`config.mk`:
```
export PLATFORM = sky130hd
export DESIGN_NAME = gf_rot_pipe
export DESIGN_NICKNAME = d
export VERILOG_FILES = /design/src/rtl/gf_rot_pkg.sv /design/src/rtl/gf_alpha_mul.sv /design/src/rtl/gf_rot_stage.sv /design/src/rtl/gf_rot_pipe.sv
export SDC_FILE = /design/constraint.sdc
export NUM_CORES = 1
export LEC_CHECK = 0
export BUFFER_PORTS_ARGS = -buffer_cell sky130_fd_sc_hd__buf_2
export CAP_MARGIN = 25
export CORE_MARGIN = 2
export CORE_UTILIZATION = 47
export CTS_CLUSTER_SIZE = 8
export DETAILED_ROUTE_END_ITERATION = 16
export PLACE_DENSITY_LB_ADDON = 0.2
export RECOVER_POWER = 25
export SLEW_MARGIN = 15
export SYNTH_ARGS = -nofsm -noshare
export SYNTH_HDL_FRONTEND = slang
export SYNTH_SLANG_ARGS = --single-unit
```
`constraint.sdc`:
```
create_clock -name clk -period 2.6 [get_ports clk]
set_input_delay 0.52 -clock clk [delete_from_list [all_inputs] [get_ports clk]]
set_output_delay 0.52 -clock clk [all_outputs]
set_load 0.005 [all_outputs]
```
`src/rtl/gf_rot_pkg.sv`:
```
package gf_rot_pkg;

    // Polynomial choice carried with each item
    typedef enum logic {
        PSEL_TRINOM_LOW  = 1'b0,
        PSEL_TRINOM_HIGH = 1'b1
    } psel_e;

    localparam int unsigned DEF_ELEM_W = 4;
    // Reduction terms (coefficients below x^m)
    localparam logic [DEF_ELEM_W-1:0] DEF_RED_LOW  = 4'b0011; // x^4+x+1
    localparam logic [DEF_ELEM_W-1:0] DEF_RED_HIGH = 4'b1001; // x^4+x^3+1

endpackage

```
`src/rtl/gf_alpha_mul.sv`:
```
module gf_alpha_mul
    import gf_rot_pkg::*;
#(
    parameter int unsigned ELEM_W = DEF_ELEM_W,
    parameter logic [ELEM_W-1:0] RED_LOW  = DEF_RED_LOW,
    parameter logic [ELEM_W-1:0] RED_HIGH = DEF_RED_HIGH
) (
    input  logic [ELEM_W-1:0] elem_i,
    input  psel_e             psel_i,
    output logic [ELEM_W-1:0] elem_o
);

    logic [ELEM_W-1:0] red_term;
    logic [ELEM_W-1:0] shifted;

    always_comb begin
        red_term = (psel_i == PSEL_TRINOM_HIGH) ? RED_HIGH : RED_LOW;
        shifted  = {elem_i[ELEM_W-2:0], 1'b0};
        elem_o   = elem_i[ELEM_W-1] ? (shifted ^ red_term) : shifted;
    end

    // Multiplying by a nonzero field element never yields zero
    always_comb begin
        assert_alpha_nonzero_R9: assert ((elem_i == '0) == (elem_o == '0))
            else $error("alpha step changed zero-ness of element");
    end

endmodule

```
`src/rtl/gf_rot_stage.sv`:
```
module gf_rot_stage
    import gf_rot_pkg::*;
#(
    parameter int unsigned ELEM_W = DEF_ELEM_W,
    parameter int unsigned CNT_W  = 2,
    parameter int unsigned THRESH = 1,
    parameter logic [ELEM_W-1:0] RED_LOW  = DEF_RED_LOW,
    parameter logic [ELEM_W-1:0] RED_HIGH = DEF_RED_HIGH
) (
    input  logic              clk,
    input  logic              rst_n,
    input  logic              vld_i,
    input  logic [ELEM_W-1:0] elem_i,
    input  logic [CNT_W-1:0]  cnt_i,
    input  psel_e             psel_i,
    output logic              vld_o,
    output logic [ELEM_W-1:0] elem_o,
    output logic [CNT_W-1:0]  cnt_o,
    output psel_e             psel_o
);

    localparam logic [CNT_W-1:0] THRESH_C = CNT_W'(THRESH);

    typedef struct packed {
        logic              vld;
        logic [ELEM_W-1:0] elem;
        logic [CNT_W-1:0]  cnt;
        psel_e             psel;
    } stage_t;

    stage_t            st_d, st_q;
    logic [ELEM_W-1:0] rot_elem;
    logic              do_rot;

    gf_alpha_mul #(
        .ELEM_W   (ELEM_W),
        .RED_LOW  (RED_LOW),
        .RED_HIGH (RED_HIGH)
    ) i_alpha (
        .elem_i (elem_i),
        .psel_i (psel_i),
        .elem_o (rot_elem)
    );

    always_comb begin
        do_rot    = (cnt_i >= THRESH_C);
        st_d.vld  = vld_i;
        st_d.cnt  = cnt_i;
        st_d.psel = psel_i;
        if (!vld_i) begin
            st_d.elem = '0;
        end else if (do_rot) begin
            st_d.elem = rot_elem;
        end else begin
            st_d.elem = elem_i;
        end
    end

    always_ff @(posedge clk or negedge rst_n) begin
        if (!rst_n) begin
            st_q <= '{vld: 1'b0, elem: '0, cnt: '0, psel: PSEL_TRINOM_LOW};
        end else begin
            st_q <= st_d;
        end
    end

    assign vld_o  = st_q.vld;
    assign elem_o = st_q.elem;
    assign cnt_o  = st_q.cnt;
    assign psel_o = st_q.psel;

    // Marks cycles whose previous edge was already out of reset
    logic past_ok_q;
    always_ff @(posedge clk or negedge rst_n) begin
        if (!rst_n) past_ok_q <= 1'b0;
        else        past_ok_q <= 1'b1;
    end

    assert_vld_fwd_R5: assert property (@(posedge clk) disable iff (!rst_n)
        past_ok_q |-> (vld_o == $past(vld_i)))
        else $error("valid flag not forwarded");

    assert_hold_below_R2: assert property (@(posedge clk) disable iff (!rst_n)
        (past_ok_q && $past(vld_i) && ($past(cnt_i) < THRESH_C))
            |-> (elem_o == $past(elem_i)))
        else $error("stage altered element below its threshold");

    assert_nonzero_R9: assert property (@(posedge clk) disable iff (!rst_n)
        (past_ok_q && $past(vld_i) && ($past(elem_i) != '0)) |-> (elem_o != '0))
        else $error("nonzero element became zero");

    assert_cnt_fwd_R8: assert property (@(posedge clk) disable iff (!rst_n)
        past_ok_q |-> (cnt_o == $past(cnt_i) && psel_o == $past(psel_i)))
        else $error("count or polynomial choice not carried with item");

endmodule

```
`src/rtl/gf_rot_pipe.sv`:
```
module gf_rot_pipe
    import gf_rot_pkg::*;
#(
    parameter int unsigned ELEM_W = DEF_ELEM_W,
    parameter int unsigned CNT_W  = 2,
    parameter logic [ELEM_W-1:0] RED_LOW  = DEF_RED_LOW,
    parameter logic [ELEM_W-1:0] RED_HIGH = DEF_RED_HIGH
) (
    input  logic              clk,
    input  logic              rst_n,
    input  logic              in_vld,
    input  logic [ELEM_W-1:0] in_elem,
    input  logic [CNT_W-1:0]  in_cnt,
    input  logic              in_psel,
    output logic              out_vld,
    output logic [ELEM_W-1:0] out_elem
);

    localparam int unsigned N_STAGE = (1 << CNT_W) - 1;

    logic              vld_w  [N_STAGE+1];
    logic [ELEM_W-1:0] elem_w [N_STAGE+1];
    logic [CNT_W-1:0]  cnt_w  [N_STAGE+1];
    psel_e             psel_w [N_STAGE+1];

    assign vld_w[0]  = in_vld;
    assign elem_w[0] = in_elem;
    assign cnt_w[0]  = in_cnt;
    assign psel_w[0] = psel_e'(in_psel);

    for (genvar s = 0; s < N_STAGE; s++) begin : g_stage
        gf_rot_stage #(
            .ELEM_W   (ELEM_W),
            .CNT_W    (CNT_W),
            .THRESH   (s + 1),
            .RED_LOW  (RED_LOW),
            .RED_HIGH (RED_HIGH)
        ) i_stage (
            .clk    (clk),
            .rst_n  (rst_n),
            .vld_i  (vld_w[s]),
            .elem_i (elem_w[s]),
            .cnt_i  (cnt_w[s]),
            .psel_i (psel_w[s]),
            .vld_o  (vld_w[s+1]),
            .elem_o (elem_w[s+1]),
            .cnt_o  (cnt_w[s+1]),
            .psel_o (psel_w[s+1])
        );
    end

    assign out_vld  = vld_w[N_STAGE];
    assign out_elem = elem_w[N_STAGE];

    assert_zero_invalid_R6: assert property (@(posedge clk) disable iff (!rst_n)
        !out_vld |-> (out_elem == '0))
        else $error("invalid slot carries nonzero element");

    always @(posedge clk) begin
        if (!rst_n) begin
            assert_reset_R7: assert (!out_vld && out_elem == '0)
                else $error("outputs not cleared in reset");
        end
    end

endmodule

```
==> out/results.tsv, run 1 <==
stage	metric	value	unit
logic_synthesis	Main synth FF type	dfrtp_1	
worst_setup_path	WP data required	2.08	ns
route	total routed wirelength	1.23	mm
place	Final Wtd Congestion	0.681	
logic_synthesis	cell area after synthesis	847	sq um
sta	fin. max-slew vios	0	
floorplan	die width	46.5	um
logic_synthesis	Post-synth top cells	dfrtp_1, nand2_1, o21ai_0	
logic_synthesis	synth warn	0	
sta	final setup violating endpoints	0	
sta	Final Critical Period	1.31	ns
logic_synthesis	Syn Nets	83	
pwr	Worst VDD drop	0.296	mV
grt	vias in the first global route	518	
place	IO buf count	14	
floorplan	Row Count	15	
clocking	root buf cell	clkbuf_4	
route	routed len/inst	11.0	um
logic_synthesis	EDFF count, synth	0	
worst_setup_path	CP Data Arrival Time	0.79	ns
layout	ant diodes	0	
grt	GRT Total Usage	15.4	%
pwr	Pwr Density	590	mW/mm^2
logic_synthesis	top-area cell type share of the netlist area	62.0	%
sta	Slew @ Worst Pin	1.04	ns
route	DR pass1 iterations	4	
grt	largest net degree at the start of global routing	22	
worst_setup_path	CP endpoint kind	output port	
sta	hold slack	0.363	ns
floorplan	chip height	46.5	um
place	DP Wirelength	961	um
logic_synthesis	flops & latches, synth	21	
floorplan	starting density of the core	49.6	%
clocking	Hold-fix buffers, CTS	0	
clocking	H-tree depth	1	
worst_setup_path	CP top delay family	flip-flops	
run_status	status	completed	
logic_synthesis	async set-or-reset flop fraction in the synthesized netlist	100	%
logic_synthesis	Mapped Avg Cell Area	11.6	sq um
logic_synthesis	Cells after Synth	73	
worst_setup_path	CP max FO	1	
grt	Remaining Overflow, GRT	0	
job	Max-Cap Viols	0	
worst_setup_path	critical-path cell list	buf_2	
clocking	CTS tree	built	
place	post-place setup slack	1.38	ns
layout	Layout area overhead	10.8	%
sta	skew final	0.00466	ns
clocking	cts bufs inserted	3	
clocking	Reg clk slew, reported paths	0.10	ns
worst_setup_path	Buf+Inv Stages, Crit Path	1	
route	# DRC	0	
worst_setup_path	CP max stage cell	dfrtp_1	
route	initial DRC count	2	
clocking	latest clock arrival within the worst-skew pair	0.30	ns
place	placed cells	108	
floorplan	core area	0.00171	sq mm
worst_setup_path	CP Class	flop to output port	
sta	RSZ-0062 raised after global routing	no	
floorplan	Top Ports	15	
layout	Final #Nets	98	
route	Post-DRT Antenna Nets	0	
layout	layout cells sized above 1	16.1	%
sta	Final Cycle Share	50.3	%
sta	final setup margin	1.29	ns
layout	Finished Layout Cells	112	
grt	initial antenna violation count	0	
worst_setup_path	Max stage delay on crit path	0.37	ns
sta	setup TNS	0	ns
logic_synthesis	post-synth top area cell	dfrtp_1	
clocking	CTS resizes	0	
grt	first-pass GRT wire length	2.18	mm
worst_setup_path	Startpoint Class	flop	
worst_hold_path	Tightest Hold Check Type	primary input to flop	
floorplan	Total Die Area	0.00216	sq mm
logic_synthesis	post-synthesis sequential area ratio	62.0	%
route	vias	537	
logic_synthesis	post-synthesis cell type count	19	
sta	Max-Slew Margin vs Limit	30.8	%
logic_synthesis	largest cells by area after synthesis	dfrtp_1, a21boi_0, nand2_1	
pwr	Static Leak	0.000440	uW
sta	final hold violations	0	
sta	Highest Clock Rate	765	MHz
clocking	CTS Buffer Depth	2	
clocking	Clock Sink Count	21	
logic_synthesis	most numerous cell in the Yosys netlist	dfrtp_1	
clocking	postcts setup bufs	0	
route	post-DR vias/cell	4.79	
## per-stage QoR
stage	util, %	area [sq um]	power [uW]
6_report	54.9	938	554
2_1_floorplan	-	847	393
3_5_place_dp	53.8	918	416
5_1_grt	54.9	938	588
4_1_cts	55.3	945	562
3_3_place_gp	53.8	918	413
## path summary, 6_finish.rpt
check | start | end | slack (ns) | cells after the start
max | g_stage[2].i_stage.elem_o[1] | out_elem[1] | 1.29 | 1
min | in_cnt[0] | g_stage[0].i_stage.cnt_o[0] | 0.36 | 1
max reg2reg | g_stage[0].i_stage.elem_o[3] | g_stage[1].i_stage.elem_o[1] | 1.62 | 3
min reg2reg | g_stage[0].i_stage.cnt_o[0] | g_stage[1].i_stage.cnt_o[0] | 0.37 | 0
max in group asynchronous | rst_n | g_stage[0].i_stage.elem_o[1] | 1.60 | 1
min in group asynchronous | rst_n | g_stage[0].i_stage.elem_o[0] | 0.38 | 1
## where the power goes
group          switching [uW]  leakage [uW]  internal [uW]  total (uW)
Clock                    87.0     0.0000150           59.7         147
Sequential               11.8      0.000265            345         356
Combinational            25.7      0.000161           24.8        50.5
Total                     124      0.000440            429         554
## layout make-up
type                       instances  area [sq um]
fill                             154           769
sequential                        21           526
multi-input combinational         47           288
timing repair buffer              14          63.8
tap                               25          31.3
clock buffer                       4          26.3
inverter                           1          3.75
## layer usage
metal	share of wire, %	up-vias	track usage (%)
met1	36	253	15.6
met4	1.3	0	10.3
li1	-	265	-
met5	0	-	0
met2	58	17	27.5
met3	4.3	2	3.53
## logic make-up after synthesis
kind of cell | synth area share [%]
buffers and inverters | 3.99
DFF | 62.0
muxes | 2.36
and+or+nand+nor | 15.8
AOI/OAI and AO/OA | 12.7
xor gates and xnor gates | 3.10
## sequential cells by signal, summed over array words and instances, names as in the netlist
register / count
g_stage.i_stage.elem_o: 12
g_stage.i_stage.cnt_o: 4
g_stage.i_stage.vld_o: 3
g_stage.i_stage.psel_o: 2
## layout by cell type (no fill, tap or decap), types with 2 or more instances in the layout
cell,netlist,final
dfrtp_1,21,21
nand2_1,10,10
buf_2,0,9
o21ai_0,7,7
a21boi_0,6,6
clkbuf_1,0,6
and2b_1,4,4
nor2b_1,4,4
xnor2_1,3,3
a21oi_1,3,3
clkbuf_4,0,3
mux2i_1,2,2
(Power assumes the default switching activity.)
==> inputs of run 2 (changes only) <==
==> constraint.sdc (replaced) <==
create_clock -name clk -period 1.3 [get_ports clk]
set_input_delay 0.26 -clock clk [delete_from_list [all_inputs] [get_ports clk]]
set_output_delay 0.26 -clock clk [all_outputs]
set_load 0.005 [all_outputs]
==> run 2 against run 1 <==
Effect of this change:
- critical path type unchanged
- final cell count rose by 0.89%
- first-iteration DRC count fell by 50%
- clock skew fell by 0.0040 ns
- combinational power rose by 100%
- worst setup slack got worse by 1.0 ns
- clock-buffer cell count did not move
- largest power group unchanged
==> out/results.tsv, run 2 (synthesized netlist as in run 1, its figures left out) <==
stage	metric	value	unit	change
pwr	Static Leak	0.000445	uW	+1.1%
worst_setup_path	CP max stage cell	dfrtp_1		
floorplan	chip height	46.5	um	unchanged
layout	post-route cell area	947	sq um	+0.93%
place	IO buf count	14		unchanged
sta	Final Critical Period	1.04	ns	
grt	initial antenna violation count	0		unchanged
clocking	Clock Sink Count	21		unchanged
clocking	Hold-fix buffers, CTS	1		+1
layout	ant diodes	0		unchanged
place	Final Wtd Congestion	0.725		+6.4%
worst_hold_path	Tightest Hold Check Type	primary input to flop		
worst_setup_path	Stages on worst setup path	1		unchanged
worst_setup_path	Buf+Inv Stages, Crit Path	1		unchanged
floorplan	Top Ports	15		unchanged
place	Post-Place Cell Area	918	sq um	unchanged
clocking	CTS Buffer Depth	2		unchanged
sta	fin. max-slew vios	0		unchanged
worst_setup_path	CP max FO	1		unchanged
layout	most frequent cells in the layout	dfrtp_1, nand2_1, buf_2		
worst_setup_path	WP data required	1.04	ns	-1.04 ns
layout	most common cell after layout, fill and taps aside	dfrtp_1		
sta	Slew @ Worst Pin	0.431	ns	-0.607 ns
layout	layout cells sized above 1	15.9	%	-0.18 points
sta	final setup violating endpoints	0		unchanged
sta	Max-Slew Margin vs Limit	71.3	%	+40 points
route	initial DRC count	1		-1
pwr	Design Power	1110	uW	+100%
worst_setup_path	CP endpoint kind	output port		
clocking	latest clock arrival within the worst-skew pair	0.29	ns	about the same
grt	vias in the first global route	495		-4.4%
layout	max FFs per register	12		unchanged
floorplan	Total Die Area	0.00216	sq mm	unchanged
worst_setup_path	Crit. Startpoint	g_stage[2].i_stage.vld_o		
route	# DRC	0		unchanged
worst_setup_path	R2R Path End	g_stage[1].i_stage.elem_o[3]		
worst_setup_path	critical-path cell list	buf_2		
floorplan	die width	46.5	um	unchanged
clocking	CTS tree	built		
job	Max-Cap Viols	0		unchanged
floorplan	core area	0.00171	sq mm	unchanged
clocking	H-tree depth	1		unchanged
route	vias	543		+1.1%
worst_setup_path	Max stage delay on crit path	0.37	ns	about the same
worst_setup_path	Critical Path End	out_vld		
worst_setup_path	CP top delay family	flip-flops		
sta	RSZ-0062 raised after global routing	no		
layout	Final #Nets	99		+1.0%
route	total routed wirelength	1.13	mm	-7.7%
worst_setup_path	r2r startpoint	g_stage[0].i_stage.cnt_o[1]		
sta	Final Cycle Share	80.4	%	
worst_setup_path	internal reg-to-reg setup slack	0.35	ns	-1.27 ns
clocking	root buf cell	clkbuf_4		
pwr	Pwr Density	1170	mW/mm^2	+98%
route	post-DR vias/cell	4.81		+0.22%
place	DP Wirelength	879	um	-8.5%
route	DR pass1 iterations	2		-2
route	Post-DRT Antenna Nets	0		unchanged
clocking	CTS resizes	0		unchanged
worst_setup_path	CP Data Arrival Time	0.78	ns	about the same
worst_setup_path	CP Class	flop to output port		
clocking	cts bufs inserted	3		unchanged
sta	final setup margin	0.255	ns	-1.04 ns
floorplan	Row Count	15		unchanged
run_status	status	completed		
sta	final hold violations	0		unchanged
sta	setup TNS	0	ns	unchanged
place	post-place setup slack	0.341	ns	-1.04 ns
pwr	Worst VDD drop	0.735	mV	+150%
route	routed len/inst	10.0	um	-8.5%
clocking	postcts setup bufs	0		unchanged
grt	first-pass GRT wire length	2.01	mm	-7.9%
grt	Remaining Overflow, GRT	0		unchanged
worst_setup_path	Startpoint Class	flop		
floorplan	starting density of the core	49.6	%	unchanged
grt	GRT Total Usage	14.1	%	-1.3 points
worst_setup_path	FF-to-FF path depth	3		unchanged
clocking	Reg clk slew, reported paths	0.10	ns	about the same
layout	Layout area overhead	11.8	%	
sta	skew final	0.000654	ns	-0.00401 ns
grt	largest net degree at the start of global routing	22		unchanged
sta	Highest Clock Rate	957	MHz	
## run 2: changes by cell type in the layout (fill, tap and decap cells not counted)
cell | before | now
buf_2 | 9 | 10
clkbuf_1 | 6 | 5
dlygate4sd3_1 | 0 | 1
or2_0 | 0 | 1
or2_4 | 1 | 0
## run 2: layout make-up
type,instances,area [sq um]
fill,155,761
sequential,21,526
multi-input combinational,47,285
timing repair buffer,15,75.1
tap,25,31.3
clock buffer,4,26.3
inverter,1,3.75
## run 2: through the flow
| step | hold slack, ns | util [%] | std cells |
|---|---|---|---|
| after detailed placement | 0.225 | 53.8 | 108 |
| after floorplan | -0.0356 | - | 73 |
| final | 0.0913 | 55.5 | 113 |
| after CTS | 0.0863 | 55.9 | 113 |
| after global routing | 0.0747 | 55.5 | 113 |
| after global placement | 0.229 | 53.8 | 108 |
## run 2: worst min path at each step
stage              start                           end  slack [ns]  cells after the start
2_1_floorplan      rst_n   g_stage[0].i_stage.cnt_o[0]       -0.04                      0
4_1_cts        in_cnt[1]   g_stage[0].i_stage.cnt_o[1]        0.09                      1
3_3_place_gp       rst_n  g_stage[2].i_stage.elem_o[3]        0.23                      1
5_1_grt        in_cnt[1]   g_stage[0].i_stage.cnt_o[1]        0.07                      1
3_5_place_dp       rst_n  g_stage[2].i_stage.elem_o[3]        0.23                      1
6_report       in_cnt[0]   g_stage[0].i_stage.cnt_o[0]        0.09                      1
## run 2: power breakdown
part / internal, uW / switching (uW) / leakage [uW]
Combinational: 50.6 / 50.2 / 0.000165
Sequential: 689 / 22.5 / 0.000265
Clock: 119 / 174 / 0.0000150
## run 2: layer usage
metal  GRT usage (%)  vias up  wire length (um)
met5               0        -                 0
met4            10.3        0                47
met1            13.3      248               416
met3            2.35        4                55
met2            26.4       17               615
li1                -      274                 -
==> inputs of run 3 (changes only) <==
==> constraint.sdc (replaced) <==
create_clock -name clk -period 0.8 [get_ports clk]
set_input_delay 0.16 -clock clk [delete_from_list [all_inputs] [get_ports clk]]
set_output_delay 0.16 -clock clk [all_outputs]
set_load 0.005 [all_outputs]
==> run 3 against run 2 <==
Effect of this change:
- the flow now finishes with violations (negative setup slack)
- register-to-register slack lost 0.51 ns
- power grew 71%
- sequential power grew 63%
- worst setup slack lost 0.41 ns
- combinational power grew 130%
- hold slack lost 0.051 ns
- critical path type is now flop to flop
==> out/results.tsv, run 3 (synthesized netlist as in run 1, its figures left out) <==
stage	metric	value	unit	change
route	# DRC	0		unchanged
worst_setup_path	CP Data Arrival Time	1.14	ns	+0.36 ns
sta	Highest Clock Rate	1040	MHz	
sta	Max-Slew Margin vs Limit	71.4	%	+0.13 points
worst_setup_path	CP endpoint kind	flop		
worst_setup_path	Startpoint Class	flop		
pwr	Pwr Density	1770	mW/mm^2	+51%
layout	Layout area overhead	26.1	%	
worst_hold_path	Worst Min Path Start	in_vld		
run_status	violated checks	negative setup slack		
route	total routed wirelength	1.41	mm	+25%
sta	RSZ-0062 raised after global routing	yes		
job	Max-Cap Viols	0		unchanged
grt	first-pass GRT wire length	2.33	mm	+16%
clocking	Reg clk slew, reported paths	0.11	ns	about the same
layout	max FFs per register	12		unchanged
sta	Final Critical Period	0.957	ns	
worst_setup_path	WP data required	0.99	ns	-0.05 ns
sta	fin. max-slew vios	0		unchanged
worst_setup_path	FF-to-FF path depth	3		unchanged
route	routed len/inst	11.5	um	+14%
place	DP Wirelength	972	um	+11%
floorplan	die width	46.5	um	unchanged
layout	most frequent cells in the layout	dfrtp_1, buf_2, buf_4		
clocking	cts bufs inserted	3		unchanged
route	initial DRC count	1		unchanged
layout	filler instances	140		-9.7%
clocking	H-tree depth	1		unchanged
clocking	latest clock arrival within the worst-skew pair	0.30	ns	about the same
grt	largest net degree at the start of global routing	22		unchanged
place	Post-Place Cell Area	956	sq um	+4.1%
layout	layout cells sized above 1	33.7	%	+18 points
floorplan	chip height	46.5	um	unchanged
clocking	Clock Sink Count	21		unchanged
floorplan	Row Count	15		unchanged
layout	Finished Layout Cells	123		+8.8%
floorplan	Total Die Area	0.00216	sq mm	unchanged
clocking	CTS Buffer Depth	2		unchanged
route	DR pass1 iterations	3		+1
layout	post-route cell area	0.00107	sq mm	+13%
worst_setup_path	CP Class	flop to flop		
worst_hold_path	WHS Path Cells	1		unchanged
clocking	root buf cell	clkbuf_4		
pwr	Worst VDD drop	1.21	mV	+65%
grt	Remaining Overflow, GRT	0		unchanged
floorplan	Top Ports	15		unchanged
grt	initial antenna violation count	0		unchanged
worst_setup_path	r2r startpoint	g_stage[0].i_stage.psel_o		
clocking	CTS tree	built		
sta	final setup margin	-0.157	ns	-0.412 ns
sta	final hold violations	0		unchanged
sta	final setup violating endpoints	13		+13
layout	ant diodes	0		unchanged
worst_setup_path	Crit. Startpoint	g_stage[0].i_stage.psel_o		
sta	skew final	0.00384	ns	+0.00318 ns
sta	Final Cycle Share	120	%	
place	IO buf count	14		unchanged
grt	vias in the first global route	566		+14%
layout	Final #Nets	109		+10%
pwr	Static Leak	0.000510	uW	+15%
sta	Slew @ Worst Pin	0.429	ns	-0.00194 ns
floorplan	starting density of the core	49.6	%	unchanged
route	Post-DRT Antenna Nets	0		unchanged
run_status	status	finished, violations left		
route	vias	592		+9.0%
place	placed cells	113		+4.6%
place	Final Wtd Congestion	0.688		-5.1%
layout	most common cell after layout, fill and taps aside	dfrtp_1		
floorplan	core area	0.00171	sq mm	unchanged
worst_setup_path	CP max FO	3		+2
route	post-DR vias/cell	4.81		+0.16%
grt	GRT Total Usage	16.5	%	+2.5 points
worst_hold_path	Tightest Hold Check Type	primary input to flop		
==> run 3: cell types whose count changed in the layout (fill, tap and decap cells not counted), sizes merged <==
cell,previous run,this run
dlygate4sd3,1,2
clkbuf,8,7
buf,10,20
==> run 3: final cells by class <==
cell class / count / area, sq um / share of cell area [%]
Multi-Input combinational cell: 47 / 314 / 29.4
Tap cell: 25 / 31.3 / 2.93
Inverter: 1 / 3.75 / 0.351
Sequential cell: 21 / 527 / 49.3
Clock buffer: 4 / 26.3 / 2.46
Timing Repair Buffer: 25 / 166 / 15.6
==> run 3: final timing paths <==
check                                                    end  slack, ns
max in group asynchronous        g_stage[0].i_stage.cnt_o[1]       0.15
min in group asynchronous       g_stage[2].i_stage.elem_o[3]       0.33
worst max-delay path            g_stage[1].i_stage.elem_o[1]      -0.16
worst max register to register  g_stage[1].i_stage.elem_o[1]      -0.16
worst min-delay path                g_stage[0].i_stage.vld_o       0.04
worst min register to register   g_stage[1].i_stage.cnt_o[0]       0.37
==> run 3: critical path, stage by stage, from the launching register on <==
cell     delay, ns
dfrtp_1       0.41
and2b_2       0.26
xnor2_2       0.11
a21oi_1       0.07
==> run 3: repair_timing <==
action	CTS	global route
setup endpoints to repair	13	13
gates resized for setup	5	6
hold buffers	2	0
hold endpoints to repair	22	0
setup buffers	2	2
pin swaps	5	4
==> run 3: per-layer routing <==
metal | global-route usage (%) | vias to the layer above | part of all wire (%)
li1 | - | 289 | -
met1 | 15.1 | 281 | 31
met2 | 31.9 | 17 | 62
met3 | 3.53 | 5 | 3.8
met4 | 10.3 | 0 | 3.1
met5 | 0 | - | 0
==> run 3: through the flow <==
stage / total power (uW) / TNS (ns) / hold WS [ns] / util, % / setup WS [ns]
floorplan: 1280 / -0.251 / -0.136 / - / -0.0876
global placement: 1370 / -0.522 / 0.130 / 56.0 / -0.112
detailed placement: 1370 / -0.717 / 0.127 / 56.0 / -0.132
CTS: 1890 / -1.46 / 0.0102 / 60.7 / -0.172
global route: 1990 / -2.09 / 0.0322 / 62.6 / -0.208
finish: 1890 / -1.46 / 0.0399 / 62.6 / -0.157
==> run 3: where the power goes <==
part	internal [uW]	switching, uW	total (uW)
Clock	195	296	491
Combinational	133	103	236
Sequential	1120	40.0	1160
Total	1450	440	1890
